<file path="src/rtl/hs_port_pkg.sv">
package hs_port_pkg;

  localparam int CTL_W = 5;

  localparam logic [1:0] ADDR_PORT  = 2'd0;
  localparam logic [1:0] ADDR_DIR   = 2'd1;
  localparam logic [1:0] ADDR_CTL   = 2'd2;
  localparam logic [1:0] ADDR_ALIAS = 2'd3;

  typedef enum logic [2:0] {
    HS_RD_HAND  = 3'b000,
    HS_RD_PULSE = 3'b001,
    HS_WR_HAND  = 3'b010,
    HS_WR_PULSE = 3'b011,
    HS_IDLE_A   = 3'b100,
    HS_IDLE_B   = 3'b101,
    HS_MAN_LO   = 3'b110,
    HS_MAN_HI   = 3'b111
  } hs_mode_e;

  typedef struct packed {
    logic     latch_en;
    hs_mode_e mode;
    logic     edge_rise;
  } ctl_t;

endpackage

</file>
<file path="src/rtl/hs_edge_sync.sv">
module hs_edge_sync #(
  parameter int STAGES = 2
) (
  input  logic clk,
  input  logic rst_n,
  input  logic edge_in,
  input  logic rise_sel,
  output logic edge_pulse
);
  localparam int TOP = STAGES;

  logic [TOP:0] chain_q;

  always_ff @(posedge clk) begin
    if (!rst_n) chain_q <= '0;
    else        chain_q <= {chain_q[TOP-1:0], edge_in};
  end

  logic now_lvl, was_lvl;
  assign now_lvl = chain_q[TOP-1];
  assign was_lvl = chain_q[TOP];

  assign edge_pulse = rise_sel ? (now_lvl & ~was_lvl) : (~now_lvl & was_lvl);

endmodule

</file>
<file path="src/rtl/hs_out_ctl.sv">
module hs_out_ctl
  import hs_port_pkg::*;
(
  input  logic     clk,
  input  logic     rst_n,
  input  hs_mode_e mode,
  input  logic     rd_trig,
  input  logic     wr_trig,
  input  logic     edge_pulse,
  output logic     hs_out
);

  logic hs_q;

  always_ff @(posedge clk) begin
    if (!rst_n) begin
      hs_q <= 1'b1;
    end else begin
      unique case (mode)
        HS_RD_HAND:  hs_q <= rd_trig ? 1'b0 : (edge_pulse ? 1'b1 : hs_q);
        HS_RD_PULSE: hs_q <= ~rd_trig;
        HS_WR_HAND:  hs_q <= wr_trig ? 1'b0 : (edge_pulse ? 1'b1 : hs_q);
        HS_WR_PULSE: hs_q <= ~wr_trig;
        HS_MAN_LO:   hs_q <= 1'b0;
        HS_MAN_HI:   hs_q <= 1'b1;
        default:     hs_q <= 1'b1;
      endcase
    end
  end

  assign hs_out = hs_q;


  hold_low_chk: assert property (@(posedge clk) disable iff (!rst_n)
    (mode == HS_RD_HAND && !hs_out && !edge_pulse) |=> !hs_out);


  pulse_return_chk: assert property (@(posedge clk) disable iff (!rst_n)
    (mode == HS_RD_PULSE && !hs_out && !rd_trig) |=> hs_out);


  manual_low_chk: assert property (@(posedge clk) disable iff (!rst_n)
    (mode == HS_MAN_LO) |=> !hs_out);

endmodule

</file>
<file path="src/rtl/hs_port_regs.sv">
module hs_port_regs
  import hs_port_pkg::*;
#(
  parameter int WIDTH = 8
) (
  input  logic             clk,
  input  logic             rst_n,
  input  logic             wr_out,
  input  logic             wr_dir,
  input  logic             wr_ctl,
  input  logic [WIDTH-1:0] wdata,
  input  logic [WIDTH-1:0] pin_in,
  input  logic             edge_pulse,
  output logic [WIDTH-1:0] out_q,
  output logic [WIDTH-1:0] dir_q,
  output ctl_t             ctl_q,
  output logic [WIDTH-1:0] rd_port
);

  logic [WIDTH-1:0] cap_q;

  always_ff @(posedge clk) begin
    if (!rst_n) begin
      out_q <= '0;
      dir_q <= '0;
      ctl_q <= '0;
      cap_q <= '0;
    end else begin
      if (wr_out) out_q <= wdata;
      if (wr_dir) dir_q <= wdata;
      if (wr_ctl) ctl_q <= ctl_t'(wdata[CTL_W-1:0]);
      if (edge_pulse) cap_q <= pin_in;
    end
  end

  logic [WIDTH-1:0] in_val;
  assign in_val = ctl_q.latch_en ? cap_q : pin_in;

  for (genvar b = 0; b < WIDTH; b++) begin : g_bit
    assign rd_port[b] = dir_q[b] ? out_q[b] : in_val[b];
  end


  cap_hold_chk: assert property (@(posedge clk) disable iff (!rst_n)
    (ctl_q.latch_en && !edge_pulse && !wr_dir && !wr_ctl && dir_q == '0)
      |=> $stable(rd_port));

endmodule

</file>
<file path="src/rtl/hs_port.sv">
module hs_port
  import hs_port_pkg::*;
#(
  parameter int WIDTH  = 8,
  parameter int STAGES = 2
) (
  input  logic             clk,
  input  logic             rst_n,
  input  logic             bus_sel,
  input  logic             bus_we,
  input  logic [1:0]       bus_addr,
  input  logic [WIDTH-1:0] bus_wdata,
  output logic [WIDTH-1:0] bus_rdata,
  input  logic [WIDTH-1:0] pin_in,
  output logic [WIDTH-1:0] pin_out,
  output logic [WIDTH-1:0] pin_oe,
  input  logic             edge_in,
  output logic             hs_out,
  output logic             edge_flag
);

  logic hit_port, hit_alias, hit_dir, hit_ctl;
  assign hit_port  = bus_sel && bus_addr == ADDR_PORT;
  assign hit_alias = bus_sel && bus_addr == ADDR_ALIAS;
  assign hit_dir   = bus_sel && bus_addr == ADDR_DIR;
  assign hit_ctl   = bus_sel && bus_addr == ADDR_CTL;

  logic             edge_pulse;
  logic [WIDTH-1:0] out_q, dir_q, rd_port;
  ctl_t             ctl_q;

  hs_edge_sync #(.STAGES(STAGES)) u_sync (
    .clk        (clk),
    .rst_n      (rst_n),
    .edge_in    (edge_in),
    .rise_sel   (ctl_q.edge_rise),
    .edge_pulse (edge_pulse)
  );

  hs_port_regs #(.WIDTH(WIDTH)) u_regs (
    .clk        (clk),
    .rst_n      (rst_n),
    .wr_out     (bus_we && (hit_port || hit_alias)),
    .wr_dir     (bus_we && hit_dir),
    .wr_ctl     (bus_we && hit_ctl),
    .wdata      (bus_wdata),
    .pin_in     (pin_in),
    .edge_pulse (edge_pulse),
    .out_q      (out_q),
    .dir_q      (dir_q),
    .ctl_q      (ctl_q),
    .rd_port    (rd_port)
  );

  hs_out_ctl u_hs (
    .clk        (clk),
    .rst_n      (rst_n),
    .mode       (ctl_q.mode),
    .rd_trig    (hit_port && !bus_we),
    .wr_trig    (hit_port && bus_we),
    .edge_pulse (edge_pulse),
    .hs_out     (hs_out)
  );

  logic flag_q;
  always_ff @(posedge clk) begin
    if (!rst_n)          flag_q <= 1'b0;
    else if (edge_pulse) flag_q <= 1'b1;
    else if (hit_port)   flag_q <= 1'b0;
  end
  assign edge_flag = flag_q;

  always_comb begin
    unique case (bus_addr)
      ADDR_DIR: bus_rdata = dir_q;
      ADDR_CTL: bus_rdata = WIDTH'(ctl_q);
      default:  bus_rdata = rd_port;
    endcase
  end

  assign pin_out = out_q;
  assign pin_oe  = dir_q;


  dir_write_chk: assert property (@(posedge clk) disable iff (!rst_n)
    (bus_sel && bus_we && bus_addr == ADDR_DIR) |=> pin_oe == $past(bus_wdata));


  flag_sticky_chk: assert property (@(posedge clk) disable iff (!rst_n)
    (edge_flag && !(bus_sel && bus_addr == ADDR_PORT)) |=> edge_flag);


  flag_clear_chk: assert property (@(posedge clk) disable iff (!rst_n)
    (bus_sel && bus_addr == ADDR_PORT && !edge_pulse) |=> !edge_flag);


  alias_quiet_chk: assert property (@(posedge clk) disable iff (!rst_n)
    (bus_sel && bus_addr == ADDR_ALIAS && ctl_q.mode == HS_WR_HAND && !edge_pulse)
      |=> $stable(hs_out));

endmodule

</file>
<file path="config.mk">
export PLATFORM = sky130hd
export DESIGN_NAME = hs_port
export DESIGN_NICKNAME = d
export VERILOG_FILES = /design/src/rtl/hs_port_pkg.sv /design/src/rtl/hs_edge_sync.sv /design/src/rtl/hs_out_ctl.sv /design/src/rtl/hs_port_regs.sv /design/src/rtl/hs_port.sv
export SDC_FILE = /design/constraint.sdc
export NUM_CORES = 1
export LEC_CHECK = 0
export CAP_MARGIN = 30
export CORE_MARGIN = 1.5
export CORE_UTILIZATION = 25
export CTS_BUF_LIST = sky130_fd_sc_hd__clkbuf_8
export CTS_CLUSTER_DIAMETER = 30
export CTS_CLUSTER_SIZE = 40
export DETAILED_ROUTE_END_ITERATION = 10
export DONT_BUFFER_PORTS = 1
export GPL_TIMING_DRIVEN = 0
export PLACE_DENSITY = 0.45
export SYNTH_ARGS = -nofsm -noshare
export SYNTH_HDL_FRONTEND = slang
export SYNTH_HIERARCHICAL = 1
export SYNTH_SLANG_ARGS = --single-unit
</file>
<file path="constraint.sdc">
create_clock -name clk -period 1.6 [get_ports clk]
set_input_delay 0.32 -clock clk [delete_from_list [all_inputs] [get_ports clk]]
set_output_delay 0.32 -clock clk [all_outputs]
set_load 0.005 [all_outputs]
</file>
### Word-level counts from Yosys, hierarchy flattened

Index checks and enable logic that the tools add are counted.

* register bits after elaboration: 34
* input bits: 23
* output and inout bits: 26
* word-level logic and storage cells: 53

* eq/ne operators: 7
* multiplexer cells: 17
* bitwise logic cells: 6
* reductions and logical operators: 14

Operators by type and width (count)
* 8-bit case mux with 2 select lines: 1
* 1-bit 2-to-1 mux: 14
* 1-bit logical AND: 9
* 8-bit 2-to-1 mux: 1
* 3-bit by 2-bit == test with 1-bit output, second input constant: 2
* 1-bit case mux with 5 select lines: 1
* 2-bit == test, second input constant: 2
* 1-bit NOT: 4
* 3-bit by 1-bit == test with 1-bit output, second input constant: 1
* 3-bit == test, second input constant: 1
* 3-bit logical NOT: 1
* 1-bit bitwise AND: 2
* 2-bit by 1-bit == test with 1-bit output, second input constant: 1
* 2-bit logical NOT: 1
* 2-bit nonzero test: 1
* 1-bit logical NOT: 1
* 1-bit logical OR: 1

### Depth between registers and ports, before layout

* depth after elaboration: 6
* mapped depth: 7
* mapped depth without buffers: 7

### By module

The synthesis kept the hierarchy.

By module, submodules not included
* hs_port_regs: instances 1, cells an instance 119, area each 1260.0 sq um, sequential area each 580.6 sq um
* hs_port: instances 1, cells an instance 42, area each 311.5 sq um, sequential area each 20.0 sq um
* hs_edge_sync: instances 1, cells an instance 9, area each 102.6 sq um, sequential area each 60.1 sq um
* hs_out_ctl: instances 1, cells an instance 8, area each 58.8 sq um, sequential area each 20.0 sq um

### Worst setup path before layout

OpenSTA, ideal clock, no wires.

* kind: input-to-output
* start: input port bus_addr[0]
* end: output port bus_rdata[0]
* arrival: 1048 ps
* data required time: 1280 ps
* slack: 232 ps
* stages on the path: 5
* buffers on the path: 2
* cell sequence: inv_1 ha_1 buf_6 buf_12 a21oi_1

* word-level cells in the longest chain between the ends: 2
* elaborated cells on any way between the ends: 3
* those cells by class: eq/ne: 2; mux: 1

Ends and longest elaborated chain
* start, declared: RTL line hs_port.sv:11 `input logic [1:0] bus_addr,`
* 2-bit == test or 2-bit by 1-bit == test with 1-bit output (tied branches): RTL line hs_port.sv:74 `unique case (bus_addr)`
* 8-bit case mux with 2 select lines *: RTL line hs_port.sv:74
* end, declared: RTL line hs_port.sv:13 `output logic [WIDTH-1:0] bus_rdata,`

Mark *: on every way between the ends. The rest lies on a longest branch, timed or not.

### Worst setup path in the final report

* start: register, netlist name u_regs/ctl_q[4]
* end: output port bus_rdata[2]

* word-level cells in the longest chain between the ends: 3

Ends and longest elaborated chain
* 8-bit 2-to-1 mux: RTL line hs_port_regs.sv:37 `assign in_val = ctl_q.latch_en ? cap_q : pin_in;`
* 1-bit 2-to-1 mux: RTL line hs_port_regs.sv:40 `assign rd_port[b] = dir_q[b] ? out_q[b] : in_val[b];`
* net rd_port[2]: RTL line hs_port.sv:29 `logic [WIDTH-1:0] out_q, dir_q, rd_port;`
* 8-bit case mux with 2 select lines: RTL line hs_port.sv:74

The timed path passes the listed nets, and every way through them passes these cells.

==> results.tsv <==
metric	value	unit
status	finished, final reports clean	
share of layout cells above drive strength 1	16.22	%
crit path launch type	flop	
CTS Root Buffer Type	sky130_fd_sc_hd__clkbuf_8	
violation count after the first detailed-routing iteration	31	
diode count	0	
leakage component of the power	0.6527	nW
hold path startpoint	rst_n	
CTS HTree Levels	2	
Die Area	7440	sq um
Routed Wire Length	4463	um
sequential share of the synthesized area	39.28	%
Tmin final	1.565	ns
register bit count reported by yosys	34	
dominant cell type by area after synthesis	sky130_fd_sc_hd__dfxtp_1	
Finished Layout Cells	265	
Crit-path slowest cell	sky130_fd_sc_hd__dfxtp_2	
sinks on the clock net	34	
placed wire-length estimate after detailed placement	3150	um
fin worst setup slack	0.03485	ns
slack of the worst reg-to-reg path	0.32	ns
r2r startpoint	u_regs/ctl_q[0]$_SDFFE_PN0P_	
leftover overflow at the end of global routing	0	
area taken by multi-input logic gates	948.4	sq um
total setup violations reported at the end of the flow	0	
pin count of the biggest net entering global routing	11	
wire length of the first global-routing pass	6893	um
R2R cell count	5	
average instance area after synthesis	9.735	sq um
Finished Cell Area	1939	sq um
detailed-routing iteration count for the pre-antenna-repair pass	4	
largest stage delay on the critical path	0.33	ns
Power per Cell Area	894.5	nW/um^2
# hold bufs at CTS	0	
Synth Cell Area	1733	sq um
fill count	747	
endpoint of the worst register-to-register path	u_regs/cap_q[2]$_SDFFE_PN0P_	
Vias/cell	4.555	
count of pins on the block boundary	49	
core outline area	6756	sq um
number of warnings issued by yosys	6	
placed insts	258	
number of cells traversed by the worst hold path	1	
Post-layout nets	213	
worst setup skew after layout	0.0005294	ns
setup repair after global routing missed its margin	true	
Die Y	86.26	um
remaining antenna violation count	0	
sort of element at the end of the critical path	output port	
vias	1207	
peak fanout along the critical path	5	
pin slew with the least headroom to its limit	0.4850	ns
Slew HR	67.66	%
clock tree from TritonCTS	yes	
global placer's final weighted congestion	0.6844	
Fmax achieved	638.9	MHz
Clock Pin Slew Worst Setup and Hold Paths	0.07	ns
most area-consuming cells after synthesis	sky130_fd_sc_hd__dfxtp_1 (39%), sky130_fd_sc_hd__mux2i_1 (21%), sky130_fd_sc_hd__nor2b_1 (10%)	
number of clock buffers inserted by TritonCTS	5	
DRC violation count after routing	0	
number of global-route vias before repair	1228	
dpl ws	0.08398	ns
Crit path arrival time	1.25	ns
Synth top area share	39.28	%
Unique masters post-synth	28	
post-CTS setup-driven buffer insertion count	0	
detail-routed net length per standard cell	16.84	um
min-delay worst type	input port to flop	
Hold EP	u_hs/hs_out$_SDFF_PN1_	
number of placement rows	30	
insertion delay of the later-clocked pin in the worst-skew pair	0.28	ns
die width	86.26	um
Final Hold Violating Endpoints	0	
buffer levels on the longest clock path	2	
Synthesized Nets	205	
Final Max Tran Viols	0	
leading cell type in the layout, fill and taps excluded	sky130_fd_sc_hd__mux2i_1	
type of the worst setup path	flop to output port	
initial antenna violation count	0	
Total Neg Setup Slack	0	ns
PortBufs	0	
commonest cells after routing, fill and taps aside	sky130_fd_sc_hd__mux2i_1 (37), sky130_fd_sc_hd__dfxtp_1 (33), sky130_fd_sc_hd__nor2b_1 (29)	
Period Utilization, post-route	97.82	%
crit path cell chain	buf_6, mux2i_1, o21ai_1, nor2_1, a21oi_1	
Register Area	681.9	sq um
area after detailed placement	1833	sq um
Initial Utilization	25.65	%
# Max-Cap Violations	0	
post-synthesis cell count	178	
global router's overall resource usage	12.78	%
Area growth syn-to-layout	11.91	%
maximum vdd ir drop	0.3080	mV
Crit path required time	1.28	ns
==> cells in the mapped netlist <==
master                     number
sky130_fd_sc_hd__a22oi_1        5
sky130_fd_sc_hd__nor2_1         8
sky130_fd_sc_hd__and2_1         2
sky130_fd_sc_hd__buf_4          6
sky130_fd_sc_hd__inv_1          6
sky130_fd_sc_hd__o22ai_2        1
sky130_fd_sc_hd__and2_2         1
sky130_fd_sc_hd__ha_1           4
sky130_fd_sc_hd__o211ai_2       1
sky130_fd_sc_hd__buf_12         1
sky130_fd_sc_hd__nand3_1        1
sky130_fd_sc_hd__mux2i_1       37
sky130_fd_sc_hd__a21oi_1        6
sky130_fd_sc_hd__dfxtp_1       34
sky130_fd_sc_hd__and3_1         3
sky130_fd_sc_hd__o21a_1         1
sky130_fd_sc_hd__nor3_1         1
sky130_fd_sc_hd__buf_2          1
sky130_fd_sc_hd__nand2_1       10
sky130_fd_sc_hd__o21ai_1        9
sky130_fd_sc_hd__a21boi_0       1
sky130_fd_sc_hd__nand2b_1       1
sky130_fd_sc_hd__buf_6          2
sky130_fd_sc_hd__nand3_2        2
sky130_fd_sc_hd__clkbuf_1       1
sky130_fd_sc_hd__nor2b_1       29
sky130_fd_sc_hd__o21ai_2        3
sky130_fd_sc_hd__o211a_1        1
==> cell type report <==
type	count	share of cell area (%)
multi-input cells	127	48.90
flip-flops and latches	34	35.16
well taps	80	5.161
plain buffers	11	4.968
inverters	6	1.161
repair buffers	1	0.3871
clock buffers	6	4.258
==> worst max path at each step <==
stage | start | to | slack [ns] | depth (start not counted)
3_3_place_gp | bus_addr[0] | bus_rdata[3] | 0.1 | 5
6_report | u_regs/ctl_q[4]$_SDFFE_PN0P_ | bus_rdata[2] | 0.03 | 5
2_1_floorplan | bus_addr[0] | bus_rdata[0] | 0.23 | 5
3_5_place_dp | bus_addr[0] | bus_rdata[3] | 0.08 | 5
4_1_cts | u_regs/ctl_q[4]$_SDFFE_PN0P_ | bus_rdata[3] | -0.003 | 5
5_1_grt | u_regs/ctl_q[4]$_SDFFE_PN0P_ | bus_rdata[3] | -0.06 | 5
==> per-layer routing <==
metal	share of wire [%]	vias up	global-route usage [%]
met5	0	-	0
met4	2.0	0	5.718
met3	6.7	8	4.667
met2	47	26	20.83
met1	44	553	15.07
li1	-	620	-
==> logic make-up after synthesis <==
family,Yosys count,synth area share (%)
simple gates,58,18.70
mux,37,21.37
flops,34,39.28
compound gates,28,10.90
buf+inv,17,6.858
fa+ha+maj,4,2.888
==> registers in the layout, summed over array words and instances (netlist names) <==
signal          cells
u_regs/cap_q        8
u_regs/dir_q        8
u_regs/out_q        8
u_regs/ctl_q        5
u_sync/chain_q      3
edge_flag           1
u_hs/hs_out         1
==> timing repair <==
action,4_1_cts,5_1_grt
hold endpoints to repair,0,0
setup endpoints to repair,4,8
gates cloned,1,0
gates resized for setup,2,4
pin swaps,0,1
==> stage by stage <==
step | hold WS (ns) | total power, W | utilization, %
after floorplan | 0.3956 | 0.001060 | -
after global placement | 0.3995 | 0.001107 | 27.13
after detailed placement | 0.3989 | 0.001109 | 27.13
after CTS | 0.09862 | 0.001755 | 28.52
after global routing | 0.1071 | 0.001818 | 28.70
final | 0.1055 | 0.001735 | 28.70
==> worst max-delay path, delay by kind of cell, from the launching register on <==
kind | cells | cell delay [ns]
muxes | 1 | 0.12
buffers and inverters | 1 | 0.14
and+or+nand+nor | 1 | 0.05
DFF | 1 | 0.33
AOI/OAI and AO/OA | 2 | 0.32
==> report_power, final <==
group / internal [W] / total [W] / switching, W
combinational: 0.0000950 / 0.000200 / 0.000105
clock: 0.000332 / 0.000643 / 0.000311
sequential: 0.000870 / 0.000892 / 0.0000223
total: 0.00130 / 0.00173 / 0.000438
(Power assumes the default switching activity.)
